[src/rtl/vxp_pkg.sv]
package vxp_pkg;

  typedef enum logic [1:0] {
    PH_CB = 2'd0,
    PH_YA = 2'd1,
    PH_CR = 2'd2,
    PH_YB = 2'd3
  } comp_ph_e;

  function automatic logic [15:0] lfsr_next(input logic [15:0] cur);
    return {cur[14:0], cur[15] ^ cur[13] ^ cur[12] ^ cur[10]};
  endfunction

  // fourth code byte: marker bit, flags, then four protection bits
  function automatic logic [7:0] xy_byte(input logic f, input logic v, input logic h);
    return {1'b1, f, v, h, v ^ h, f ^ h, f ^ v, f ^ v ^ h};
  endfunction

endpackage

[src/rtl/vxp_dir_ctl.sv]
module vxp_dir_ctl (
  input  logic clk,
  input  logic rst_n,
  input  logic fld_start,
  input  logic dir_req,
  output logic dir_nxt,
  output logic dir_q
);

  assign dir_nxt = fld_start ? dir_req : dir_q;

  always_ff @(posedge clk or negedge rst_n) begin
    if (!rst_n) dir_q <= 1'b0;
    else        dir_q <= dir_nxt;
  end

  // direction moves only after a field start cycle
  assert_dir_at_field_R2: assert property (@(posedge clk) disable iff (!rst_n)
    !$stable(dir_q) |-> $past(fld_start));

endmodule

[src/rtl/vxp_code_gen.sv]
module vxp_code_gen
  import vxp_pkg::*;
(
  input  logic       clk,
  input  logic       rst_n,
  input  logic       start,
  input  logic       f_in,
  input  logic       v_in,
  input  logic       h_in,
  output logic       slot,
  output logic       mid,
  output logic [7:0] code_byte
);

  logic [1:0] cph_q;
  logic [1:0] idx;
  logic       f_q, v_q, h_q;

  assign slot = start | (cph_q != 2'd0);
  assign idx  = start ? 2'd0 : cph_q;
  assign mid  = slot & ((idx == 2'd1) | (idx == 2'd2));

  always_comb begin
    case (idx)
      2'd0:    code_byte = 8'hFF;
      2'd3:    code_byte = xy_byte(f_q, v_q, h_q);
      default: code_byte = 8'h00;
    endcase
  end

  always_ff @(posedge clk or negedge rst_n) begin
    if (!rst_n) begin
      cph_q <= 2'd0;
      f_q   <= 1'b0;
      v_q   <= 1'b0;
      h_q   <= 1'b0;
    end else if (start) begin
      cph_q <= 2'd1;
      f_q   <= f_in;
      v_q   <= v_in;
      h_q   <= h_in;
    end else if (cph_q != 2'd0) begin
      cph_q <= cph_q + 2'd1;
    end
  end

endmodule

[src/rtl/vxp_out_path.sv]
module vxp_out_path
  import vxp_pkg::*;
#(
  parameter int          SMP_W = 10,
  parameter int          BUS_W = 8,
  parameter logic [15:0] SEED  = 16'hACE1
) (
  input  logic              clk,
  input  logic              rst_n,
  input  logic              dir_nxt,
  input  logic              out_10b,
  input  logic              code_en,
  input  logic              dec_act,
  input  logic [SMP_W-1:0]  dec_cb,
  input  logic [SMP_W-1:0]  dec_y,
  input  logic [SMP_W-1:0]  dec_cr,
  input  logic              code_slot,
  input  logic              code_mid,
  input  logic [BUS_W-1:0]  code_byte,
  output logic [BUS_W-1:0]  xd_o,
  output logic [SMP_W-BUS_W-1:0] xlsb_o
);

  localparam int LSB_W = SMP_W - BUS_W;
  localparam logic [SMP_W-1:0] SMP_LO = SMP_W'(1) << LSB_W;
  localparam logic [SMP_W-1:0] SMP_HI = ~SMP_LO;
  localparam logic [BUS_W-1:0] BUS_LO = BUS_W'(1);
  localparam logic [BUS_W-1:0] BUS_HI = ~BUS_LO;

  function automatic logic [BUS_W-1:0] dither_reduce(input logic [SMP_W-1:0] s,
                                                     input logic [LSB_W-1:0] d);
    logic [SMP_W:0] sum;
    sum = {1'b0, s} + {{(SMP_W + 1 - LSB_W){1'b0}}, d};
    if (sum[SMP_W]) return '1;
    return sum[SMP_W-1:LSB_W];
  endfunction

  function automatic logic [SMP_W-1:0] clamp_smp(input logic [SMP_W-1:0] s);
    if (s < SMP_LO) return SMP_LO;
    if (s > SMP_HI) return SMP_HI;
    return s;
  endfunction

  function automatic logic [BUS_W-1:0] clamp_bus(input logic [BUS_W-1:0] b);
    if (b < BUS_LO) return BUS_LO;
    if (b > BUS_HI) return BUS_HI;
    return b;
  endfunction

  comp_ph_e         ph_q, cur_ph;
  logic             act_q;
  logic [15:0]      lfsr_q;
  logic [SMP_W-1:0] smp, smp_c;
  logic [BUS_W-1:0] bus_n;
  logic [LSB_W-1:0] lsb_n;
  logic             adv;

  assign adv = dir_nxt & dec_act;

  always_comb begin
    cur_ph = (dec_act && !act_q) ? PH_CB : ph_q;
    case (cur_ph)
      PH_CB:   smp = dec_cb;
      PH_CR:   smp = dec_cr;
      default: smp = dec_y;
    endcase
    smp_c = code_en ? clamp_smp(smp) : smp;
    bus_n = '0;
    lsb_n = '0;
    if (code_slot) begin
      bus_n = code_byte;
    end else if (out_10b) begin
      bus_n = smp_c[SMP_W-1:LSB_W];
      lsb_n = smp_c[LSB_W-1:0];
    end else begin
      bus_n = dither_reduce(smp, lfsr_q[LSB_W-1:0]);
      if (code_en) bus_n = clamp_bus(bus_n);
    end
    if (!dir_nxt) begin
      bus_n = '0;
      lsb_n = '0;
    end
  end

  always_ff @(posedge clk or negedge rst_n) begin
    if (!rst_n) begin
      ph_q   <= PH_CB;
      act_q  <= 1'b0;
      lfsr_q <= SEED;
      xd_o   <= '0;
      xlsb_o <= '0;
    end else begin
      ph_q   <= comp_ph_e'(2'(cur_ph) + 2'd1);
      act_q  <= dec_act;
      if (adv) lfsr_q <= lfsr_next(lfsr_q);
      xd_o   <= bus_n;
      xlsb_o <= lsb_n;
    end
  end

  assert_lsb_zero_8b_R6: assert property (@(posedge clk) disable iff (!rst_n)
    (!out_10b) |=> (xlsb_o == '0));

  assert_lfsr_live_R7: assert property (@(posedge clk) disable iff (!rst_n)
    lfsr_q != 16'h0000);

  assert_code_mid_zero_R8: assert property (@(posedge clk) disable iff (!rst_n)
    (dir_nxt && code_mid) |=> (xd_o == '0));

  assert_clamp_R10: assert property (@(posedge clk) disable iff (!rst_n)
    (dir_nxt && code_en && !code_slot) |=> (xd_o != '0 && xd_o != '1));

endmodule

[src/rtl/vxp_in_path.sv]
module vxp_in_path #(
  parameter int BUS_W = 8
) (
  input  logic             clk,
  input  logic             rst_n,
  input  logic             dir_nxt,
  input  logic             wide_in,
  input  logic             in_act,
  input  logic [BUS_W-1:0] xin_a,
  input  logic [BUS_W-1:0] xin_b,
  output logic             img_y_vld,
  output logic [BUS_W-1:0] img_y,
  output logic             img_c_vld,
  output logic [BUS_W-1:0] img_c,
  output logic             img_c_cr
);

  logic [1:0]       iph_q, cur_ph;
  logic             inq;
  logic             take;
  logic             yv_n, cv_n, cr_n;
  logic [BUS_W-1:0] y_n, c_n;

  assign take = ~dir_nxt & in_act;

  always_comb begin
    cur_ph = (in_act && !inq) ? 2'd0 : iph_q;
    yv_n = 1'b0; cv_n = 1'b0; cr_n = 1'b0;
    y_n  = '0;   c_n  = '0;
    if (take) begin
      if (wide_in) begin
        yv_n = 1'b1; y_n = xin_a;
        cv_n = 1'b1; c_n = xin_b;
        cr_n = cur_ph[0];
      end else if (cur_ph[0]) begin
        yv_n = 1'b1; y_n = xin_a;
      end else begin
        cv_n = 1'b1; c_n = xin_a;
        cr_n = cur_ph[1];
      end
    end
  end

  always_ff @(posedge clk or negedge rst_n) begin
    if (!rst_n) begin
      iph_q     <= 2'd0;
      inq       <= 1'b0;
      img_y_vld <= 1'b0;
      img_y     <= '0;
      img_c_vld <= 1'b0;
      img_c     <= '0;
      img_c_cr  <= 1'b0;
    end else begin
      iph_q     <= cur_ph + 2'd1;
      inq       <= in_act;
      img_y_vld <= yv_n;
      img_y     <= y_n;
      img_c_vld <= cv_n;
      img_c     <= c_n;
      img_c_cr  <= cr_n;
    end
  end

  assert_byte_in_onehot_R11: assert property (@(posedge clk) disable iff (!rst_n)
    (!dir_nxt && in_act && !wide_in) |=> $onehot({img_y_vld, img_c_vld}));

  assert_wide_in_both_R12: assert property (@(posedge clk) disable iff (!rst_n)
    (!dir_nxt && in_act && wide_in) |=> (img_y_vld && img_c_vld));

  assert_idle_in_R13: assert property (@(posedge clk) disable iff (!rst_n)
    (!in_act) |=> (!img_y_vld && !img_c_vld));

endmodule

[src/rtl/vxport.sv]
module vxport
  import vxp_pkg::*;
#(
  parameter int          SMP_W = 10,
  parameter int          BUS_W = 8,
  parameter logic [15:0] SEED  = 16'hACE1
) (
  input  logic                   clk,
  input  logic                   rst_n,
  input  logic                   dir_req,
  input  logic                   fld_start,
  input  logic                   code_en,
  input  logic                   out_10b,
  input  logic                   wide_in,
  input  logic                   dec_act,
  input  logic [SMP_W-1:0]       dec_cb,
  input  logic [SMP_W-1:0]       dec_y,
  input  logic [SMP_W-1:0]       dec_cr,
  input  logic                   code_start,
  input  logic                   code_f,
  input  logic                   code_v,
  input  logic                   code_h,
  output logic [BUS_W-1:0]       xd_o,
  output logic                   xd_oe,
  output logic [SMP_W-BUS_W-1:0] xlsb_o,
  input  logic [BUS_W-1:0]       xin_a,
  input  logic [BUS_W-1:0]       xin_b,
  input  logic                   in_act,
  output logic                   img_y_vld,
  output logic [BUS_W-1:0]       img_y,
  output logic                   img_c_vld,
  output logic [BUS_W-1:0]       img_c,
  output logic                   img_c_cr
);

  logic       dir_nxt;
  logic       dir_q;
  logic       code_slot;
  logic       code_mid;
  logic [7:0] code_byte;

  vxp_dir_ctl u_dir (
    .clk       (clk),
    .rst_n     (rst_n),
    .fld_start (fld_start),
    .dir_req   (dir_req),
    .dir_nxt   (dir_nxt),
    .dir_q     (dir_q)
  );

  assign xd_oe = dir_q;

  vxp_code_gen u_code (
    .clk       (clk),
    .rst_n     (rst_n),
    .start     (code_en & code_start),
    .f_in      (code_f),
    .v_in      (code_v),
    .h_in      (code_h),
    .slot      (code_slot),
    .mid       (code_mid),
    .code_byte (code_byte)
  );

  vxp_out_path #(.SMP_W(SMP_W), .BUS_W(BUS_W), .SEED(SEED)) u_out (
    .clk       (clk),
    .rst_n     (rst_n),
    .dir_nxt   (dir_nxt),
    .out_10b   (out_10b),
    .code_en   (code_en),
    .dec_act   (dec_act),
    .dec_cb    (dec_cb),
    .dec_y     (dec_y),
    .dec_cr    (dec_cr),
    .code_slot (code_slot),
    .code_mid  (code_mid),
    .code_byte (code_byte),
    .xd_o      (xd_o),
    .xlsb_o    (xlsb_o)
  );

  vxp_in_path #(.BUS_W(BUS_W)) u_in (
    .clk       (clk),
    .rst_n     (rst_n),
    .dir_nxt   (dir_nxt),
    .wide_in   (wide_in),
    .in_act    (in_act),
    .xin_a     (xin_a),
    .xin_b     (xin_b),
    .img_y_vld (img_y_vld),
    .img_y     (img_y),
    .img_c_vld (img_c_vld),
    .img_c     (img_c),
    .img_c_cr  (img_c_cr)
  );

  // capture and drive never overlap
  assert_half_duplex_R3: assert property (@(posedge clk) disable iff (!rst_n)
    (img_y_vld || img_c_vld) |-> !xd_oe);

  assert_quiet_in_R3: assert property (@(posedge clk) disable iff (!rst_n)
    !xd_oe |-> (xd_o == '0 && xlsb_o == '0));

endmodule

[config.mk]
export PLATFORM = sky130hd
export DESIGN_NAME = vxport
export DESIGN_NICKNAME = d
export VERILOG_FILES = /design/src/rtl/vxp_pkg.sv /design/src/rtl/vxp_dir_ctl.sv /design/src/rtl/vxp_code_gen.sv /design/src/rtl/vxp_out_path.sv /design/src/rtl/vxp_in_path.sv /design/src/rtl/vxport.sv
export SDC_FILE = /design/constraint.sdc
export NUM_CORES = 1
export LEC_CHECK = 0
export BUFFER_PORTS_ARGS = -buffer_cell sky130_fd_sc_hd__buf_2
export CORE_MARGIN = 4
export CORE_UTILIZATION = 56
export DETAILED_ROUTE_END_ITERATION = 10
export GPL_TIMING_DRIVEN = 1
export PLACE_DENSITY = 0.94
export SLEW_MARGIN = 20
export SYNTH_ARGS = -nofsm -noshare
export SYNTH_HDL_FRONTEND = slang
export SYNTH_HIERARCHICAL = 1
export SYNTH_SLANG_ARGS = --single-unit
[constraint.sdc]
create_clock -name clk -period 9.8 [get_ports clk]
set_input_delay 0.49 -clock clk [delete_from_list [all_inputs] [get_ports clk]]
set_output_delay 0.49 -clock clk [all_outputs]
set_load 0.01 [all_outputs]
# Yosys cells after proc, flatten, opt, wreduce, memory -nomap -nowiden
# Index checks and enable logic that the tools add are counted.
dict set report totals {
  ff_bits 57
  elab_cells 105
}
dict set report classes {
  addsub 4
  magnitude_cmp 4
  eq_ne 2
  mux 58
  n_bitwise 12
  n_reduce_logical 8
}
# op count
set op_table {}
lappend op_table {{$mux W8} 18}
lappend op_table {{$mux W10} 5}
lappend op_table {{$mux W1} 25}
lappend op_table {{$pmux W10 S2} 1}
lappend op_table {{$mux W2} 8}
lappend op_table {{$pmux W8 S2} 1}
lappend op_table {{$add A10 B2 Y11} 1}
lappend op_table {{$gt A10 B10 Y1 const B} 1}
lappend op_table {{$lt A10 B3 Y1 const B} 1}
lappend op_table {{$gt A8 B8 Y1 const B} 1}
lappend op_table {{$lt A8 B1 Y1 const B} 1}
lappend op_table {{$xor A1 B1 Y1} 7}
lappend op_table {{$add A2 B1 Y2 const B} 3}
lappend op_table {{$eq A2 B2 Y1 const B} 2}
lappend op_table {{$logic_not A2 Y1} 2}
lappend op_table {{$reduce_bool A2 Y1} 2}
lappend op_table {{$and A1 B1 Y1} 3}
lappend op_table {{$logic_and A1 B1 Y1} 2}
lappend op_table {{$logic_not A1 Y1} 2}
lappend op_table {{$not A1 Y1} 1}
lappend op_table {{$or A1 B1 Y1} 1}

# Longest topological paths before layout
dict set report logic_depth {
  ltp_word 27
  ltp_mapped 16
}

# Modules after synthesis
# The synthesis kept the hierarchy.
# module instances cells_each area_each_um2
set modules_own_cells {}
lappend modules_own_cells {vxp_out_path 1 204 1918.1}
lappend modules_own_cells {vxp_in_path 1 57 813.3}
lappend modules_own_cells {vxp_code_gen 1 39 367.9}
lappend modules_own_cells {vxp_dir_ctl 1 2 40.0}
lappend modules_own_cells {vxport 1 1 6.3}

# Least setup slack after synthesis
# No wires, ideal clock.
dict set report synth_timing {
  path_type {input to register}
  start {input port dec_act}
  end {register u_out.xd_o[6]}
  t_arrival_ns 3.292
  required_time_ns 9.662
  setup_slack_ns 6.371
  cell_stages 15
  path_cell_list {nand2b_1 nand2_1 buf_2 ha_1 buf_2 a22oi_1 a21oi_1 ha_1 nand3_1 nor3_2 a211oi_1 a21o_1 or4_1 nor3b_1 o41ai_2}
}
dict set report synth_between {
  elab_chain_len 23
  elab_cells_between_ends 39
  cone_classes {add/sub: 1; order compare: 4; eq/ne: 1; mux: 31; reduce/logical: 2}
}
# element line
set synth_rtl {}
lappend synth_rtl {{from (decl)} vxport.sv:15} ;# input logic dec_act,
lappend synth_rtl {{$logic_and A1 B1 Y1 *} vxp_out_path.sv:61} ;# cur_ph = (dec_act && !act_q) ? PH_CB : ph_q;
lappend synth_rtl {{$mux W2 *} vxp_out_path.sv:61}
lappend synth_rtl {{$eq A2 B2 Y1 or $logic_not A2 Y1 (tied branches)} vxp_out_path.sv:62} ;# case (cur_ph)
lappend synth_rtl {{$pmux W10 S2 *} vxp_out_path.sv:62}
lappend synth_rtl {{$add A10 B2 Y11} vxp_out_path.sv:33} ;# sum = {1'b0, s} + {{(SMP_W + 1 - LSB_W){1'b0}}, d};
lappend synth_rtl {{$mux W1} vxp_out_path.sv:34} ;# if (sum[SMP_W]) return '1;
lappend synth_rtl {{$mux W1} vxp_out_path.sv:72} ;# end else if (out_10b) begin
lappend synth_rtl {{$mux W1} vxp_out_path.sv:70} ;# if (code_slot) begin
lappend synth_rtl {{[... 8 more ...]} n/a}
lappend synth_rtl {{$mux W1} vxp_out_path.sv:70}
lappend synth_rtl {{$mux W8} vxp_out_path.sv:47} ;# return b;
lappend synth_rtl {{$mux W8} vxp_out_path.sv:46} ;# if (b > BUS_HI) return BUS_HI;
lappend synth_rtl {{$mux W8} vxp_out_path.sv:77} ;# if (code_en) bus_n = clamp_bus(bus_n);
lappend synth_rtl {{$mux W8 *} vxp_out_path.sv:72}
lappend synth_rtl {{$mux W8 *} vxp_out_path.sv:70}
lappend synth_rtl {{$mux W8 *} vxp_out_path.sv:79} ;# if (!dir_nxt) begin
lappend synth_rtl {{net u_out.bus_n[6]} vxp_out_path.sv:54} ;# logic [BUS_W-1:0] bus_n;
lappend synth_rtl {{to (signal assigned)} vxp_out_path.sv:96} ;# xd_o <= bus_n;
lappend synth_rtl {{to (decl)} vxp_out_path.sv:20} ;# output logic [BUS_W-1:0] xd_o,
# Mark *: on every way through the listed nets, which the timed path passes. The rest lies on a longest branch. The select of a mux whose other input is x is not followed.
# A chain may end at the register's enable or synchronous reset.

# Worst setup path after layout
dict set report layout_timing {
  start {register u_out.act_q}
  end {register u_out.xd_o[6]}
}
dict set report layout_between {
  elab_chain_len 24
  elab_cells_between_ends 40
  cone_classes {add/sub: 1; order compare: 4; eq/ne: 1; mux: 31; reduce/logical: 3}
}
# element line
set layout_rtl {}
lappend layout_rtl {{from (decl)} vxp_out_path.sv:51} ;# logic act_q;
lappend layout_rtl {{from (signal assigned)} vxp_out_path.sv:94} ;# act_q <= dec_act;
lappend layout_rtl {{$logic_not A1 Y1 *} vxp_out_path.sv:61}
lappend layout_rtl {{$logic_and A1 B1 Y1 *} vxp_out_path.sv:61}
lappend layout_rtl {{$mux W2 *} vxp_out_path.sv:61}
lappend layout_rtl {{$eq A2 B2 Y1 or $logic_not A2 Y1 (tied branches)} vxp_out_path.sv:62}
lappend layout_rtl {{$pmux W10 S2 *} vxp_out_path.sv:62}
lappend layout_rtl {{$add A10 B2 Y11} vxp_out_path.sv:33}
lappend layout_rtl {{$mux W1} vxp_out_path.sv:34}
lappend layout_rtl {{$mux W1} vxp_out_path.sv:72}
lappend layout_rtl {{[... 9 more ...]} n/a}
lappend layout_rtl {{$mux W1} vxp_out_path.sv:70}
lappend layout_rtl {{$mux W8} vxp_out_path.sv:47}
lappend layout_rtl {{$mux W8} vxp_out_path.sv:46}
lappend layout_rtl {{$mux W8} vxp_out_path.sv:77}
lappend layout_rtl {{$mux W8 *} vxp_out_path.sv:72}
lappend layout_rtl {{$mux W8 *} vxp_out_path.sv:70}
lappend layout_rtl {{$mux W8 *} vxp_out_path.sv:79}
lappend layout_rtl {{net u_out.bus_n[6]} vxp_out_path.sv:54}
# Marks and branches as above.

==> metrics <==
sequential share of power 40.6%; clk_lat worst skew 0.34 ns; GR peak layer met2; P&R area growth vs syn 20.0%; CTS root buffer clkbuf_8; Final Hold Vio Count 0; core area 5270 µm²; commonest non-fill, non-tap cell in the layout buf_2; antenna violations before repair 0; total negative slack 0 ns; port bufs 88; via count 2793; grt met2 use 40.3%; CTS Buffer Depth 2; DP Area 3590 µm²; num rows 26; CTS Sinks 57; fmax 238 MHz; Routed Antenna Nets 0; Hold Slack 0.266 ns; DR vias/cell 6.06; CP arrival 4.40 ns; post-route cell area 3760 µm²; clock network power share 25.7%; max_cap viols 0; syn_area_per_cell 10.4 µm²; Setup crit start kind register; Final HPWL DP 6020 µm; CTS clock-pin slew for the worst setup and hold paths 0.08 ns; most frequent cells in the layout buf_2, dfrtp_1, nor2_1; grt met3 use 8.32%; first-pass detailed-route iteration total 7; cell-internal power 481 µW; switching share of power 36.5%; Overall Global Routing Usage 23.6%; GRT met1 Usage 28.7%; WP data required between 9 and 10 ns; global-route wire length before repair about 13000 µm; final RePlAce weighted congestion 0.894; Cells after Synth between 300 and 400; Slew Limit Fails 0; Relative slew margins 54.9%; multi-input gate area in the final layout 1570 µm²; CP Cell Sequence nand2b_1, nand2_1, ha_1, a22oi_1, a21oi_1, ha_1, nand3_1, nor3_2, a211oi_1, a21o_1, or4_1, nor3b_1, o41ai_2; outcome finished, final reports clean; drt total wl 8000 µm; switching pwr 277 µW; syn_nets 365; postcts setup bufs 0; Worst Tran Pin Value 0.676 ns; H-tree depth 3; Pwr Total 758 µW; CP max stage cell or4_1; Worst setup EP type register; Hold-fix buffers, CTS 0; pin count of the biggest net entering global routing 58; RSZ-0062 raised after global routing no; Nets 449; fillers ~380; share of layout cells above drive strength 1 a little under two fifths; post-CTS sizing 0; critical path fanouts, max 18; final worst path period need 4.21 ns; CP max stage delay approximately 0.56 ns; Yosys Warn Count 6; chip width 82.9 µm; vias in the first global route 2800; num ports 89; most used cell, CP ha_1; DRC violations left 0; Comb pwr share 33.7%; Starting DRT DRC Count roughly 330; die area 6860 µm²; CTS Buf Count 9; antenna diode count 0; DR WL/cell ~17 µm; Die Ht approximately 83 µm; Setup Crit Path Kind register to register; final setup vio count 0; LEAKAGE around 0.0019 µW; Peak supply drop 0.183 mV; Tcrit/Tclk final 42.9%; Starting Density about three fifths; Synth Cell Area 3140 µm²; P per Cell Area 201 nW/µm²; CTS tree done; worst hold path class input pin to asynchronous set/reset pin; FF/Latch Area 1440 µm²; GR Overflow Total 0; Worst Skew 0.00710 ns
## flip-flops by register name, summed over array words and instances (netlist names), 2 cells and up
name / count
u_in/img_y: 8
u_out/xd_o: 8
u_in/img_c: 8
u_out/ph_q: 2
u_out/xlsb_o: 2
u_in/iph_q: 2
u_out/lfsr_q: 16
u_code/cph_q: 2
## layout make-up
class / instances / share of cell area [%]
multi-input combinational: 218 / 41.8
sequential: 57 / 38.2
timing repair buffer: 89 / 11.9
clock buffer: 9 / 3.29
tap: 70 / 2.33
clock inverter: 7 / 1.43
inverter: 11 / 1.10
## per-layer routing
layer,share of wire [%],up-vias
li1,-,1292
met1,40,1311
met2,48,173
met3,10,17
met4,1.3,0
met5,0,-
## power by group through the flow
stage          clock, µW  sequential (µW)  combinational, µW
6_report             195              307                255
5_1_grt              209              312                279
2_1_floorplan          0              305                182
3_3_place_gp           0              308                240
4_1_cts              197              307                252
3_5_place_dp           0              310                251
## worst max-delay path, delay by kind of cell, from the launching register on
family          cells  cell delay (ns)
simple gates        6             1.95
compound gates      5             0.91
fa+ha+maj           2             0.85
flops               1             0.34
## final timing paths
check / start / endpoint / slack (ns) / cells past startpoint
max: u_out/act_q / u_out/xd_o[6] / 5.59 / 13
min: rst_n / u_in/img_y[3] / 0.27 / 2
max reg2reg: u_out/act_q / u_out/xd_o[6] / 5.59 / 13
min reg2reg: u_out/lfsr_q[9] / u_out/lfsr_q[9] / 0.51 / 1
max in group asynchronous: rst_n / u_code/h_q / 9.08 / 2
min in group clk: dec_act / u_out/act_q / 0.29 / 1
## metrics by stage
stage	util (%)	setup WS, ns	cells
after detailed placement	68.1	5.50	445
after global placement	68.1	5.66	445
after CTS	71.4	5.67	461
after floorplan	-	6.37	302
final	71.4	5.59	461
after global routing	71.4	5.28	461
No activity file was read; power rests on OpenSTA's default activity.
